<file path="src/rtl/cps_pkg.sv">
package cps_pkg;
  // Processing-state encoding, visible on proc_state.
  typedef enum logic [2:0] {
    PS_RESET  = 3'd0,
    PS_EXC    = 3'd1,
    PS_RUN    = 3'd2,
    PS_SLEEP  = 3'd3,
    PS_STBY   = 3'd4,
    PS_BUSREL = 3'd5
  } pstate_e;

  // Kind of exception sequence the engine runs.
  typedef enum logic [1:0] {
    XK_POWERON = 2'd0,
    XK_MANUAL  = 2'd1,
    XK_IRQ     = 2'd2
  } xkind_e;

  // Phases of the exception engine.
  typedef enum logic [1:0] {
    EP_IDLE  = 2'd0,
    EP_ISSUE = 2'd1,
    EP_WAIT  = 2'd2
  } eng_phase_e;
endpackage

</file>
<file path="src/rtl/cps_vec_addr.sv">
module cps_vec_addr #(
  parameter int              AW       = 32,
  parameter int              VEC_W    = 6,
  parameter logic [AW-1:0]   VEC_BASE = '0
) (
  input  logic [VEC_W-1:0] vec_num,
  output logic [AW-1:0]    vec_addr
);
  // One 4-byte word per vector entry.
  localparam int ENTRY_SHIFT = 2;

  assign vec_addr = VEC_BASE + (AW'(vec_num) << ENTRY_SHIFT);
endmodule

</file>
<file path="src/rtl/cps_mem_port.sv">
module cps_mem_port #(
  parameter int AW = 32,
  parameter int DW = 32
) (
  input  logic          clk,
  input  logic          rst_n,
  input  logic          go,
  input  logic          go_we,
  input  logic [AW-1:0] go_addr,
  input  logic [DW-1:0] go_wdata,
  output logic          acc_done,
  output logic [DW-1:0] acc_rdata,
  output logic          mem_req,
  output logic          mem_we,
  output logic [AW-1:0] mem_addr,
  output logic [DW-1:0] mem_wdata,
  input  logic [DW-1:0] mem_rdata,
  input  logic          mem_ack
);
  always_ff @(posedge clk) begin
    if (!rst_n) begin
      mem_req   <= 1'b0;
      mem_we    <= 1'b0;
      mem_addr  <= '0;
      mem_wdata <= '0;
      acc_done  <= 1'b0;
      acc_rdata <= '0;
    end else begin
      acc_done <= 1'b0;
      if (mem_req) begin
        if (mem_ack) begin
          mem_req   <= 1'b0;
          acc_done  <= 1'b1;
          acc_rdata <= mem_rdata;
        end
      end else if (go) begin
        mem_req   <= 1'b1;
        mem_we    <= go_we;
        mem_addr  <= go_addr;
        mem_wdata <= go_wdata;
      end
    end
  end

  // an open request holds its address, direction and data until acknowledged.
  a_r10_hold_until_ack: assert property (@(posedge clk) disable iff (!rst_n)
    (mem_req && !mem_ack) |=> (mem_req && $stable(mem_addr) && $stable(mem_we) && $stable(mem_wdata)));

  // a new access is only started while none is open.
  a_r10_single_access: assert property (@(posedge clk) disable iff (!rst_n)
    go |-> !mem_req);
endmodule

</file>
<file path="src/rtl/cps_exc_engine.sv">
module cps_exc_engine
  import cps_pkg::*;
#(
  parameter int            AW       = 32,
  parameter int            DW       = 32,
  parameter int            VEC_W    = 6,
  parameter logic [AW-1:0] VEC_BASE = '0
) (
  input  logic             clk,
  input  logic             rst_n,
  input  logic             start,
  input  xkind_e           start_kind,
  input  logic [VEC_W-1:0] start_vec,
  input  logic [AW-1:0]    cur_pc,
  input  logic [DW-1:0]    cur_sr,
  output logic             go,
  output logic             go_we,
  output logic [AW-1:0]    go_addr,
  output logic [DW-1:0]    go_wdata,
  input  logic             acc_done,
  input  logic [DW-1:0]    acc_rdata,
  output logic             done,
  output logic             pc_load,
  output logic [AW-1:0]    pc_value,
  output logic [AW-1:0]    sp_value
);
  localparam int STK_BYTES      = 4;
  localparam int MANUAL_VEC_OFS = 2;

  eng_phase_e       phase_q;
  xkind_e           kind_q;
  logic [1:0]       step_q;
  logic [VEC_W-1:0] vec_q;
  logic [AW-1:0]    pc_save_q;
  logic [DW-1:0]    sr_save_q;
  logic [AW-1:0]    sp_q;
  logic [AW-1:0]    pc_q;

  logic             is_irq;
  logic             last_step;
  logic [VEC_W-1:0] vec_sel;
  logic [AW-1:0]    vec_addr;

  assign is_irq    = (kind_q == XK_IRQ);
  assign last_step = is_irq ? (step_q == 2'd2) : (step_q == 2'd1);

  always_comb begin
    case (kind_q)
      XK_POWERON: vec_sel = VEC_W'(step_q);
      XK_MANUAL:  vec_sel = VEC_W'(MANUAL_VEC_OFS) + VEC_W'(step_q);
      default:    vec_sel = vec_q;
    endcase
  end

  cps_vec_addr #(.AW(AW), .VEC_W(VEC_W), .VEC_BASE(VEC_BASE)) u_vec_addr (
    .vec_num  (vec_sel),
    .vec_addr (vec_addr)
  );

  // Access for the current step: SR push, PC push, then vector read.
  always_comb begin
    if (is_irq && step_q == 2'd0) begin
      go_we    = 1'b1;
      go_addr  = sp_q - AW'(STK_BYTES);
      go_wdata = sr_save_q;
    end else if (is_irq && step_q == 2'd1) begin
      go_we    = 1'b1;
      go_addr  = sp_q - AW'(2 * STK_BYTES);
      go_wdata = DW'(pc_save_q);
    end else begin
      go_we    = 1'b0;
      go_addr  = vec_addr;
      go_wdata = '0;
    end
  end

  assign go = (phase_q == EP_ISSUE);

  always_ff @(posedge clk) begin
    if (!rst_n) begin
      phase_q   <= EP_IDLE;
      kind_q    <= XK_POWERON;
      step_q    <= 2'd0;
      vec_q     <= '0;
      pc_save_q <= '0;
      sr_save_q <= '0;
      sp_q      <= '0;
      pc_q      <= '0;
      done      <= 1'b0;
      pc_load   <= 1'b0;
    end else begin
      done    <= 1'b0;
      pc_load <= 1'b0;
      case (phase_q)
        EP_IDLE: begin
          if (start) begin
            kind_q    <= start_kind;
            vec_q     <= start_vec;
            pc_save_q <= cur_pc;
            sr_save_q <= cur_sr;
            step_q    <= 2'd0;
            phase_q   <= EP_ISSUE;
          end
        end
        EP_ISSUE: phase_q <= EP_WAIT;
        EP_WAIT: begin
          if (acc_done) begin
            if (!go_we) begin
              if (is_irq || step_q == 2'd0) pc_q <= AW'(acc_rdata);
              else                          sp_q <= AW'(acc_rdata);
            end
            if (last_step) begin
              done    <= 1'b1;
              pc_load <= 1'b1;
              if (is_irq) sp_q <= sp_q - AW'(2 * STK_BYTES);
              phase_q <= EP_IDLE;
            end else begin
              step_q  <= step_q + 2'd1;
              phase_q <= EP_ISSUE;
            end
          end
        end
        default: phase_q <= EP_IDLE;
      endcase
    end
  end

  assign pc_value = pc_q;
  assign sp_value = sp_q;

  // completion is a single-cycle event.
  a_r3_done_pulse: assert property (@(posedge clk) disable iff (!rst_n)
    done |=> !done);

  // an interrupt sequence lowers SP by exactly two stack words.
  a_r4_sp_drop: assert property (@(posedge clk) disable iff (!rst_n)
    (done && is_irq) |-> (sp_q == $past(sp_q) - AW'(2 * STK_BYTES)));
endmodule

</file>
<file path="src/rtl/cpu_state_seq.sv">
module cpu_state_seq
  import cps_pkg::*;
#(
  parameter int            AW       = 32,
  parameter int            DW       = 32,
  parameter int            VEC_W    = 6,
  parameter logic [AW-1:0] VEC_BASE = 32'h0000_0100,
  parameter int            NMI_VEC  = 11
) (
  input  logic             clk,
  input  logic             cpu_reset_n,
  input  logic             nmi_in,
  input  logic             sby_bit,
  input  logic             sleep_strobe,
  input  logic             insn_boundary,
  input  logic             irq_pending,
  input  logic [VEC_W-1:0] irq_vector,
  input  logic [AW-1:0]    cur_pc,
  input  logic [DW-1:0]    cur_sr,
  input  logic             bus_req,
  output logic             bus_grant,
  output logic             mem_req,
  output logic             mem_we,
  output logic [AW-1:0]    mem_addr,
  output logic [DW-1:0]    mem_wdata,
  input  logic [DW-1:0]    mem_rdata,
  input  logic             mem_ack,
  output logic [2:0]       proc_state,
  output logic             reset_kind,
  output logic             periph_en,
  output logic             cpu_run,
  output logic             pc_load,
  output logic [AW-1:0]    pc_value,
  output logic [AW-1:0]    sp_value
);
  pstate_e          st_q, st_d, ret_q, ret_d;
  logic             nmi_q, nmi_rise;
  logic             reset_kind_q, periph_q, run_q, grant_q;
  logic             eng_start, eng_done;
  xkind_e           eng_kind;
  logic [VEC_W-1:0] eng_vec;

  logic             go, go_we, acc_done;
  logic [AW-1:0]    go_addr;
  logic [DW-1:0]    go_wdata, acc_rdata;

  assign nmi_rise = nmi_in & ~nmi_q;

  // Processing-state transitions; priority in RUN: bus, interrupt, sleep.
  always_comb begin
    st_d      = st_q;
    ret_d     = ret_q;
    eng_start = 1'b0;
    eng_kind  = XK_IRQ;
    eng_vec   = irq_vector;
    case (st_q)
      PS_RESET: begin
        eng_start = 1'b1;
        eng_kind  = reset_kind_q ? XK_POWERON : XK_MANUAL;
        st_d      = PS_EXC;
      end
      PS_EXC: if (eng_done) st_d = PS_RUN;
      PS_RUN: begin
        if (insn_boundary && bus_req) begin
          st_d  = PS_BUSREL;
          ret_d = PS_RUN;
        end else if (insn_boundary && irq_pending) begin
          eng_start = 1'b1;
          st_d      = PS_EXC;
        end else if (sleep_strobe) begin
          st_d = sby_bit ? PS_STBY : PS_SLEEP;
        end
      end
      PS_SLEEP: begin
        if (bus_req) begin
          st_d  = PS_BUSREL;
          ret_d = PS_SLEEP;
        end else if (irq_pending) begin
          eng_start = 1'b1;
          st_d      = PS_EXC;
        end
      end
      PS_STBY: begin
        if (nmi_rise) begin
          eng_start = 1'b1;
          eng_vec   = VEC_W'(NMI_VEC);
          st_d      = PS_EXC;
        end
      end
      PS_BUSREL: if (!bus_req) st_d = ret_q;
      default: st_d = PS_RESET;
    endcase
  end

  always_ff @(posedge clk) begin
    if (!cpu_reset_n) begin
      st_q         <= PS_RESET;
      ret_q        <= PS_RUN;
      reset_kind_q <= nmi_in;
      periph_q     <= 1'b1;
      run_q        <= 1'b0;
      grant_q      <= 1'b0;
      nmi_q        <= nmi_in;
    end else begin
      st_q     <= st_d;
      ret_q    <= ret_d;
      periph_q <= (st_d != PS_STBY);
      run_q    <= (st_d == PS_RUN);
      grant_q  <= (st_d == PS_BUSREL);
      nmi_q    <= nmi_in;
    end
  end

  cps_exc_engine #(.AW(AW), .DW(DW), .VEC_W(VEC_W), .VEC_BASE(VEC_BASE)) u_engine (
    .clk        (clk),
    .rst_n      (cpu_reset_n),
    .start      (eng_start),
    .start_kind (eng_kind),
    .start_vec  (eng_vec),
    .cur_pc     (cur_pc),
    .cur_sr     (cur_sr),
    .go         (go),
    .go_we      (go_we),
    .go_addr    (go_addr),
    .go_wdata   (go_wdata),
    .acc_done   (acc_done),
    .acc_rdata  (acc_rdata),
    .done       (eng_done),
    .pc_load    (pc_load),
    .pc_value   (pc_value),
    .sp_value   (sp_value)
  );

  cps_mem_port #(.AW(AW), .DW(DW)) u_port (
    .clk       (clk),
    .rst_n     (cpu_reset_n),
    .go        (go),
    .go_we     (go_we),
    .go_addr   (go_addr),
    .go_wdata  (go_wdata),
    .acc_done  (acc_done),
    .acc_rdata (acc_rdata),
    .mem_req   (mem_req),
    .mem_we    (mem_we),
    .mem_addr  (mem_addr),
    .mem_wdata (mem_wdata),
    .mem_rdata (mem_rdata),
    .mem_ack   (mem_ack)
  );

  assign proc_state = st_q;
  assign reset_kind = reset_kind_q;
  assign periph_en  = periph_q;
  assign cpu_run    = run_q;
  assign bus_grant  = grant_q;

  // memory traffic only happens while exceptions are handled.
  a_r9_mem_only_in_exc: assert property (@(posedge clk) disable iff (!cpu_reset_n)
    mem_req |-> (st_q == PS_EXC));

  // leaving exception handling always lands in RUN.
  a_r3_exc_exit_run: assert property (@(posedge clk) disable iff (!cpu_reset_n)
    ($past(st_q) == PS_EXC && st_q != PS_EXC) |-> (st_q == PS_RUN));

  // a grant only follows a request.
  a_r8_grant_after_req: assert property (@(posedge clk) disable iff (!cpu_reset_n)
    $rose(bus_grant) |-> $past(bus_req));

  // without an NMI edge, standby is kept whatever else arrives.
  a_r6_standby_holds: assert property (@(posedge clk) disable iff (!cpu_reset_n)
    (st_q == PS_STBY && !nmi_rise) |=> (st_q == PS_STBY));
endmodule

</file>
<file path="config.mk">
export PLATFORM = sky130hd
export DESIGN_NAME = cpu_state_seq
export DESIGN_NICKNAME = d
export VERILOG_FILES = /design/src/rtl/cps_pkg.sv /design/src/rtl/cps_vec_addr.sv /design/src/rtl/cps_mem_port.sv /design/src/rtl/cps_exc_engine.sv /design/src/rtl/cpu_state_seq.sv
export SDC_FILE = /design/constraint.sdc
export NUM_CORES = 1
export LEC_CHECK = 0
export BUFFER_PORTS_ARGS = -buffer_cell sky130_fd_sc_hd__buf_2
export CORE_ASPECT_RATIO = 0.8
export CORE_UTILIZATION = 43
export DETAILED_ROUTE_END_ITERATION = 8
export PLACE_DENSITY = 0.74
export SYNTH_ARGS = -nofsm -noshare
export SYNTH_HDL_FRONTEND = slang
export SYNTH_SLANG_ARGS = --single-unit
</file>
<file path="constraint.sdc">
create_clock -name clk -period 3.04 [get_ports clk]
set_input_delay 0.152 -clock clk [delete_from_list [all_inputs] [get_ports clk]]
set_output_delay 0.152 -clock clk [all_outputs]
set_load 0.02 [all_outputs]
</file>
==> results.ini, run 1 <==
[setup_path]
worstSetupPathType=flip-flop to flip-flop
rr_endpoint=u_port.mem_addr[29]
critPathLaunchType=flip-flop
startpoint=u_engine.sp_value[3]
rr_worst_depth=7
r2r-start=u_engine.sp_value[3]
r2r_slack_ns=0.27
crit_arrival_ns=3.18
endpoint_kind=flip-flop
cp_max_fo=8
critPathRequiredTime_ns=3.45

[route]
remaining_drc_errors=0
drtIter0Drc=1019
finalWirelength_mm=37.1
vias_per_cell=5.86
wl_per_cell_um=18.9
num_vias=11500
ant_nets=0
firstDrtPassIters=5

[sta]
tightest_slew_ns=0.831
period_share=0.910
layout_setup_ws_ns=0.275
rsz0062_at_grt=no
tns_ns=0
hold_violations=0
slew_viol_final=0
timing.fmax_ghz=0.362
setup_viol=0
max-slew-margin-rel=0.446
skew_ns=0.0155
period_needed_ns=2.77

[die]
dieArea_um2=25500
io_pins=249
start_util=0.439
die_x_um=178
core_area_um2=24400
rows=51
fp.dieH_um=143

[placement]
hpwl_mm=24.1
port_buffers=248
dp_slack_ns=0.431
gp_congestion=0.943

[clock_network]
cts_sinks=249
cts_made_buffers=26
clock_path_buffers=3
h-tree-depth=1
cts_tree=done
cts_root_buffer=clkbuf_16
clock_latency_ns=0.53
cts_resized=0
clk_pin_slew_ns=0.06

[yosys]
synthCells=1318
async_flop_share=0
synth_cell_type_count=68
syn_nets=1435
yosysTopAreaCellShare=0.464
yosys_most_used_dff=dfxtp_1
synth_area_leaders=dfxtp_1, nand2_1, a21oi_1, clkbuf_1, nor2_1
ys_ff_latch=249
synthesis.area_um2=10700
yosysSeqAreaShare=0.467
syn_area_per_cell_um2=8.12
yosys.area.top_type=dfxtp_1
synth_warnings=0
synth_edf_count=1

[global_routing]
antenna_found_initial=0
gr-total-overflow=0
use_met3=0.0493
grt_max_degree=60
grt_pass1_vias=10700
grt_first_pass_wirelength_mm=57.8
grt_util_all_layers=0.283
busiest_layer=met2
grt_use_met1=0.389
use_met2=0.440

[pwr]
ir_drop_uv=349
p_leak_uw=0.00591
powerDensity_nw_per_um2=570
total_power_uw=8150

[layout]
nets=1743
diodes=0
fin_util=0.586
fillers=2148
area_growth_pct=33.4
drive_above_1_share=0.223

[job]
drv.max_cap_violation_count=0

[min_path]
hold_class=input pin to flip-flop
worstHoldStart=sleep_strobe
hold_path_end=proc_state[1]
hold_path_depth=3

[run_status]
status=finished clean

-- cell families (layout without fill, tap and decap cells) --
group | count (synthesis) | count (layout) | synth area share
fa+ha+maj | 6 | 6 | 0.00701
xor+xnor | 5 | 5 | 0.00409
simple gates | 518 | 518 | 0.221
buf+inv | 134 | 459 | 0.0498
mux | 3 | 3 | 0.00281
compound gates | 403 | 403 | 0.248
flops | 249 | 249 | 0.467
-- worst max-delay path, stage by stage (launching register included) --
cell	delay, ns
dfxtp_1	0.35
inv_1	0.16
ha_1	0.30
nor3b_2	0.57
nand3_1	0.43
nor4_1	0.51
mux2i_1	0.25
a21oi_1	0.08
-- final cells by class --
type / count / area (um^2) / share of cell area
Tap cell: 318 / 398 / 0.0279
Inverter: 11 / 43.8 / 0.00307
Timing Repair Buffer: 403 / 2720 / 0.191
Multi-Input combinational cell: 935 / 5230 / 0.366
Sequential cell: 249 / 4990 / 0.350
Clock buffer: 40 / 795 / 0.0556
Clock inverter: 5 / 103 / 0.00718
-- power by group --
| group | internal (uW) | switching (uW) |
|---|---|---|
| registers | 3470 | 137 |
| logic | 468 | 710 |
| clock network | 2040 | 1320 |
-- repair_timing --
item,4_1_cts,5_1_grt
hold endpoints to repair,108,0
buffers inserted,0,0
hold buffers,107,0
-- cell usage in the layout (no fill, tap or decap), drive strengths merged, types with 11 or more instances in the layout --
cell,n
a221oi,37
dlygate4sd3,107
nor3,57
dfxtp,248
nor4,23
buf,296
a211oi,13
nand2,251
a311oi,13
inv,11
nor2,98
o21ai,51
a22o,38
nand3,20
a31oi,19
o31ai,13
clkbuf,40
a21oi,158
-- stage by stage --
step	hold WS (ns)	area, um^2	cells
after detailed placement	0.277	12300	1809
final	0.0589	14300	1961
after CTS	0.0194	14300	1961
after global placement	0.277	12300	1809
after floorplan	0.180	10700	1318
after global routing	0.0429	14300	1961
-- how the worst max path moves through the flow --
stage                                        to  slack, ns  depth (start not counted)
after floorplan             u_port.mem_addr[27]       0.69                          8
after global routing        u_port.mem_addr[29]       0.11                          7
after detailed placement    u_port.mem_addr[29]       0.43                          7
after global placement    u_engine.sp_value[29]       0.59                          7
after CTS                   u_port.mem_addr[29]       0.38                          7
final                       u_port.mem_addr[29]       0.27                          7
-- sequential cells by signal, summed over array words and instances (netlist names), 3 cells and up --
| signal | cells |
|---|---|
| u_engine.vec_q | 6 |
| u_engine.pc_value | 32 |
| u_port.mem_addr | 32 |
| u_engine.pc_save_q | 32 |
| u_port.acc_rdata | 32 |
| u_engine.sp_value | 32 |
| u_engine.sr_save_q | 32 |
| proc_state | 3 |
| u_port.mem_wdata | 32 |
-- routing by layer --
layer | vias to the layer above | share of wire | routed length (um)
li1 | 5387 | - | -
met1 | 5450 | 0.44 | 16200
met2 | 556 | 0.45 | 16800
met3 | 93 | 0.076 | 2840
met4 | 0 | 0.036 | 1320
met5 | - | 0 | 0
-- Yosys cell counts, drive strengths merged, types with 7 or more instances --
master  number
a211oi      13
a21oi      158
a221oi      37
a22o        38
a311oi      13
a31oi       19
buf         11
clkbuf     111
dfxtp      248
inv         11
nand2      251
nand3       20
nand4        8
nor2        98
nor3        57
nor3b        7
nor4        23
o211ai       7
o21ai       51
o221ai       7
o31ai       13
Power figures use the tool's default switching activity.
==> run 2, diff against run 1 <==
Clock period 3.04 ns to 2.65 ns, I/O delays scaled along.
==> results.ini, run 2 (same netlist as run 1, synthesis figures left out) <==
[run_status]
status=finished clean

[setup_path]
critPathSlowestCell=o41ai_1
cp_num_buf_inv=2  ; +1
critPathMaxStageDelay_ns=0.39  ; -0.18 ns
critPathRequiredTime_ns=3.08  ; -0.37 ns
worstSetupPathType=flip-flop to flip-flop
path_cells=inv_1 > ha_1 > nor3b_4 > nand4_1 > buf_4 > o41ai_1 > o31ai_1 > a221oi_1
crit_arrival_ns=2.92  ; -0.26 ns
endpoint_kind=flip-flop
critical-path-top-delay-family=compound AO/OA/AOI/OAI gates
cp_max_fo=13  ; +5
critPathLaunchType=flip-flop

[die]
core_area_um2=24400  ; unchanged
io_pins=249  ; unchanged
fp.dieH_um=143  ; unchanged
rows=51  ; unchanged
die_x_um=178  ; unchanged
start_util=0.439  ; unchanged
dieArea_um2=25500  ; unchanged

[sta]
hold_violations=0  ; unchanged
timing.fmax_ghz=0.403  ; +11%
period_share=0.936  ; +0.0267
skew_ns=0.0108  ; -0.00466 ns
rsz0062_at_grt=no
tightest_slew_ns=0.617  ; -0.214 ns
slew_viol_final=0  ; unchanged
layout_setup_ws_ns=0.169  ; -0.106 ns
period_needed_ns=2.48  ; -0.284 ns
setup_viol=0  ; unchanged
max-slew-margin-rel=0.589  ; +0.143
tns_ns=0  ; unchanged

[clock_network]
cts_root_buffer=clkbuf_16
clock_path_buffers=3  ; unchanged
h-tree-depth=1  ; unchanged
cts_tree=done
clk_pin_slew_ns=0.06  ; about the same
cts_sinks=249  ; unchanged
clock_latency_ns=0.54  ; about the same
cts_made_buffers=27  ; +3.8%

[route]
wl_per_cell_um=19.2  ; +1.5%
remaining_drc_errors=0  ; unchanged
wl_met3_mm=3.29  ; +16%
firstDrtPassIters=6  ; +1
drtIter0Drc=1215  ; +19%
ant_nets=0  ; unchanged
num_vias=11600  ; +0.85%
met1Wirelength_mm=16.1  ; -0.20%
vias_per_cell=5.87  ; +0.24%
wl_met2_mm=17.0  ; +1.4%
finalWirelength_mm=37.9  ; +2.1%
highest_layer=met4

[global_routing]
grt_pass1_vias=10700  ; +0.50%
antenna_found_initial=1  ; +1
gr-total-overflow=0  ; unchanged
grt_max_degree=54  ; -10%
grt_util_all_layers=0.289  ; +0.00667
grt_first_pass_wirelength_mm=58.6  ; +1.3%

[layout]
area_growth_pct=34.2
layout_commonest_cell=nand2_1
multi_input_area_um2=5230  ; +0.12%
final_cell_mix=nand2_1, dfxtp_1, buf_2
drive_above_1_share=0.226  ; +0.00322
area.sequential_um2=4990  ; unchanged
diodes=0  ; unchanged
nets=1753  ; +0.57%
fillers=2186  ; +1.8%

[min_path]
hold_class=input pin to flip-flop

[pwr]
ir_drop_uv=451  ; +29%
p_leak_uw=0.00595  ; +0.75%
powerDensity_nw_per_um2=647  ; +14%

[job]
drv.max_cap_violation_count=0  ; unchanged

[placement]
gp_congestion=0.984  ; +4.3%
hpwl_mm=24.9  ; +3.2%
port_buffers=248  ; unchanged
dp_slack_ns=0.235  ; -0.197 ns

## run 2: changes by cell type in the layout (fill, tap and decap cells not counted), moves of 2 or more
cell	previous run	this run
dlygate4sd3_1	107	109
buf_4	44	50
clkinv_2	1	3
clkbuf_1	6	8
## run 2: repair_timing
action,CTS,global route
resized for setup,0,1
hold buffers,109,0
setup buffers,0,0
hold endpoints to repair,111,0
setup endpoints to repair,0,2
## run 2: worst paths after layout
kind	startpoint	endpoint	slack (ns)	depth (start not counted)
max	u_engine.sp_value[3]	u_port.mem_addr[25]	0.17	8
min	insn_boundary	ret_q[0]	0.05	4
max reg2reg	u_engine.sp_value[3]	u_port.mem_addr[25]	0.17	8
min reg2reg	u_engine.pc_value[25]	u_engine.pc_value[25]	0.45	2
## run 2: final cells by class
cell class	instances	share of cell area
well taps	318	0.0277
flip-flops and latches	249	0.348
clock inverters	6	0.00584
multi-input cells	935	0.364
repair buffers	412	0.196
clock buffers	42	0.0558
inverters	11	0.00305
## run 2: per-stage QoR
step | cell area, um^2 | util | std cells | power (uW) | hold slack (ns)
final | 14400 | 0.589 | 1973 | 9300 | 0.0463
after global routing | 14400 | 0.589 | 1973 | 9640 | 0.0848
after CTS | 14400 | 0.589 | 1973 | 9300 | 0.0412
after detailed placement | 12400 | 0.508 | 1816 | 5420 | 0.265
after global placement | 12400 | 0.508 | 1816 | 5400 | 0.257
after floorplan | 10700 | - | 1318 | 4930 | 0.160
## run 2: layer usage
metal	up-vias	global-route usage
met2	590	0.448
met1	5481	0.399
met4	0	0.112
met3	110	0.0509
li1	5403	-
met5	-	0
## run 2: power by group
part / internal, uW / switching (uW) / leakage (uW) / total (uW)
Combinational: 539 / 814 / 0.00349 / 1350
Clock: 2260 / 1540 / 0.000437 / 3800
Sequential: 3980 / 164 / 0.00203 / 4150
Total: 6780 / 2510 / 0.00595 / 9300
## run 2: tightest hold or removal path, cell delays in order
cell and delay, ns:
buf_2 0.14, nand2_1 0.08, o21ai_0 0.07, a21oi_1 0.13
==> run 3, diff against run 2 <==
Settings changed: PLACE_DENSITY 0.74 to 0.73, SYNTH_HIERARCHICAL set to 1.
==> results.ini, run 3 <==
[pwr]
p_leak_uw=0.00650  ; +9.1%
p_comb_frac=0.131  ; -0.014
p_seq_frac=0.450  ; +0.004
p_clk_frac=0.418  ; +0.010
powerDensity_nw_per_um2=585  ; -9.7%
switching_share=0.261  ; -0.00931
total_power_uw=8950  ; -3.8%
p_sw_uw=2340  ; -7.1%
ir_drop_uv=435  ; -3.4%
p_int_uw=6610  ; -2.6%

[setup_path]
startpoint=u_engine/sp_value[3]
critPathRequiredTime_ns=3.09  ; about the same
endpoint_kind=flip-flop
worstSetupPathType=flip-flop to flip-flop
crit_arrival_ns=2.93  ; about the same
r2r-start=u_engine/sp_value[3]
r2r_slack_ns=0.17  ; about the same
rr_worst_depth=9  ; +1
cp_max_fo=6  ; -7
rr_endpoint=u_port/mem_addr[9]
critPathLaunchType=flip-flop
critPathCapture=u_port/mem_addr[9]

[die]
start_util=0.444  ; +0.00456
dieArea_um2=28200  ; +10%
core_area_um2=26700  ; +9.4%
rows=53  ; +3.9%
fp.dieH_um=150  ; +5.0%
die_x_um=187  ; +5.1%
io_pins=249  ; unchanged

[sta]
max-slew-margin-rel=0.499  ; -0.0899
setup_viol=0  ; unchanged
period_needed_ns=2.48  ; +0.00173 ns
hold_slack_ns=0.0428  ; -0.00356 ns
tightest_slew_ns=0.746  ; +0.129 ns
skew_ns=0.0109  ; +0.0000839 ns
timing.fmax_ghz=0.403  ; about the same
slew_viol_final=0  ; unchanged
period_share=0.937  ; about the same
hold_violations=0  ; unchanged

[clock_network]
clk_pin_slew_ns=0.06  ; about the same
cts_tree=done
clock_latency_ns=0.53  ; about the same
cts_made_buffers=25  ; -7.4%
cts_sinks=249  ; unchanged
cts_root_buffer=clkbuf_16
clock_path_buffers=3  ; unchanged
h-tree-depth=1  ; unchanged

[yosys]
synth_area_leaders=dfxtp_1, nand2_1, a21oi_1, mux2i_1, clkbuf_1
synth_commonest_cells=nand2_1, dfxtp_1, a21oi_1
async_flop_share=0  ; unchanged
synth_edf_count=1  ; unchanged
yosys.area.top_type=dfxtp_1
synth_cell_type_count=75  ; +10%
synthCells=1499  ; +14%
yosysMostFrequentCell=nand2_1
synthesis.area_um2=11800  ; +10%
synth_top_family_by_area=simple AND/OR/NAND/NOR gates
synth_xor_area_frac=0.00963  ; +0.00554
synth_simple_gate_area_frac=0.241  ; +0.0196
synthAdderAreaFrac=0.00635  ; -0.000666
synthMuxAreaShare=0.0550  ; +0.0522
synth_warnings=6  ; +6
syn_area_per_cell_um2=7.89  ; -2.8%
yosysTopAreaCellShare=0.420  ; -0.0441
yosysSeqAreaShare=0.422  ; -0.0443
ys_ff_latch=249  ; unchanged
yosys_most_used_dff=dfxtp_1
synth-compound-area-share=0.188  ; -0.0608

[placement]
gp_congestion=0.917  ; -6.8%
placed_area_um2=13400  ; +7.9%
dp.cells=2029  ; +12%
port_buffers=248  ; unchanged
hpwl_mm=25.8  ; +3.9%

[job]
drv.max_cap_violation_count=0  ; unchanged

[route]
vias_per_cell=5.51  ; -6.1%
firstDrtPassIters=6  ; unchanged
num_vias=12000  ; +3.8%
ant_nets=0  ; unchanged
drtIter0Drc=1041  ; -14%
finalWirelength_mm=39.5  ; +4.2%
remaining_drc_errors=0  ; unchanged
wl_per_cell_um=18.1  ; -5.8%

[global_routing]
gr-total-overflow=0  ; unchanged
antenna_found_initial=0  ; -1
grt_pass1_vias=10800  ; +1.1%
grt_util_all_layers=0.265  ; -0.0240
grt_first_pass_wirelength_mm=59.7  ; +1.9%
grt_max_degree=89  ; +65%

[run_status]
status=finished clean

[layout]
area_growth_pct=29.4
drive_above_1_share=0.206  ; -0.0204
fin_util=0.574  ; -0.0152
nets=1924  ; +9.8%
finish.instance_area_um2=15300  ; +6.5%
fin_cells=2182  ; +11%
final_cell_mix=nand2_1, dfxtp_1, buf_2
layout_commonest_cell=nand2_1

[min_path]
hold_class=input pin to flip-flop

==> run 3: power by group through the flow <==
stage / sequential [uW] / combinational [uW] / clock, uW
floorplan: 4130 / 699 / 0
global placement: 4100 / 1020 / 0
detailed placement: 4110 / 1030 / 0
CTS: 4020 / 1160 / 3800
global route: 4040 / 1280 / 3980
finish: 4030 / 1170 / 3740
==> run 3: worst min path at each step <==
stage | from | endpoint | slack [ns] | cells past startpoint
after floorplan | nmi_in | nmi_q | 0.16 | 0
after global placement | nmi_in | nmi_q | 0.30 | 1
after detailed placement | nmi_in | nmi_q | 0.29 | 1
after CTS | irq_pending | proc_state[1] | 0.01 | 4
after global routing | irq_pending | proc_state[1] | 0.09 | 4
final | irq_pending | proc_state[1] | 0.04 | 4
==> run 3: layout make-up <==
| type | count | area [um^2] |
|---|---|---|
| diodes | 1 | 2.50 |
| repair buffers | 418 | 2910 |
| inverters | 11 | 42.5 |
| well taps | 357 | 447 |
| clock inverters | 13 | 179 |
| flip-flops and latches | 249 | 4990 |
| fillers | 2389 | 11400 |
| clock buffers | 31 | 678 |
| multi-input cells | 1102 | 6050 |
==> run 3: routing by layer <==
layer | up-vias | share of wire | GRT usage
li1 | 5764 | - | -
met1 | 5616 | 0.46 | 0.390
met2 | 575 | 0.42 | 0.384
met4 | 0 | 0.024 | 0.0736
met5 | - | 0 | 0
met3 | 71 | 0.096 | 0.0613
==> run 3: what timing repair did <==
item                                    CTS  global route
endpoints found under the hold margin   108             0
gates resized for setup                   0             2
hold buffers                            108             0
endpoints found under the setup margin    0             5
setup buffers                             0             0
==> run 3: worst max-delay path, cell delays in order, from the launching register on <==
cell	delay [ns]
dfxtp_1	0.36
inv_1	0.16
ha_2	0.28
or3b_2	0.52
nor3_1	0.35
a21oi_1	0.13
a311o_1	0.33
nand2_1	0.07
nand2_1	0.04
mux2i_1	0.16
==> run 3: logic make-up (layout without fill, tap and decap cells) <==
logic type,count (synthesis),in the layout
mux,65,65
buf+inv,172,473
compound gates,351,351
other cells,2,27
flops,249,249
simple gates,641,641
xor+xnor,13,13
fa+ha+maj,6,6
==> run 3: metrics by stage <==
stage	setup slack [ns]	TNS [ns]
global route	-0.0242	-0.0242
floorplan	0.189	0
CTS	0.156	0
finish	0.167	0
detailed placement	0.169	0
global placement	0.269	0
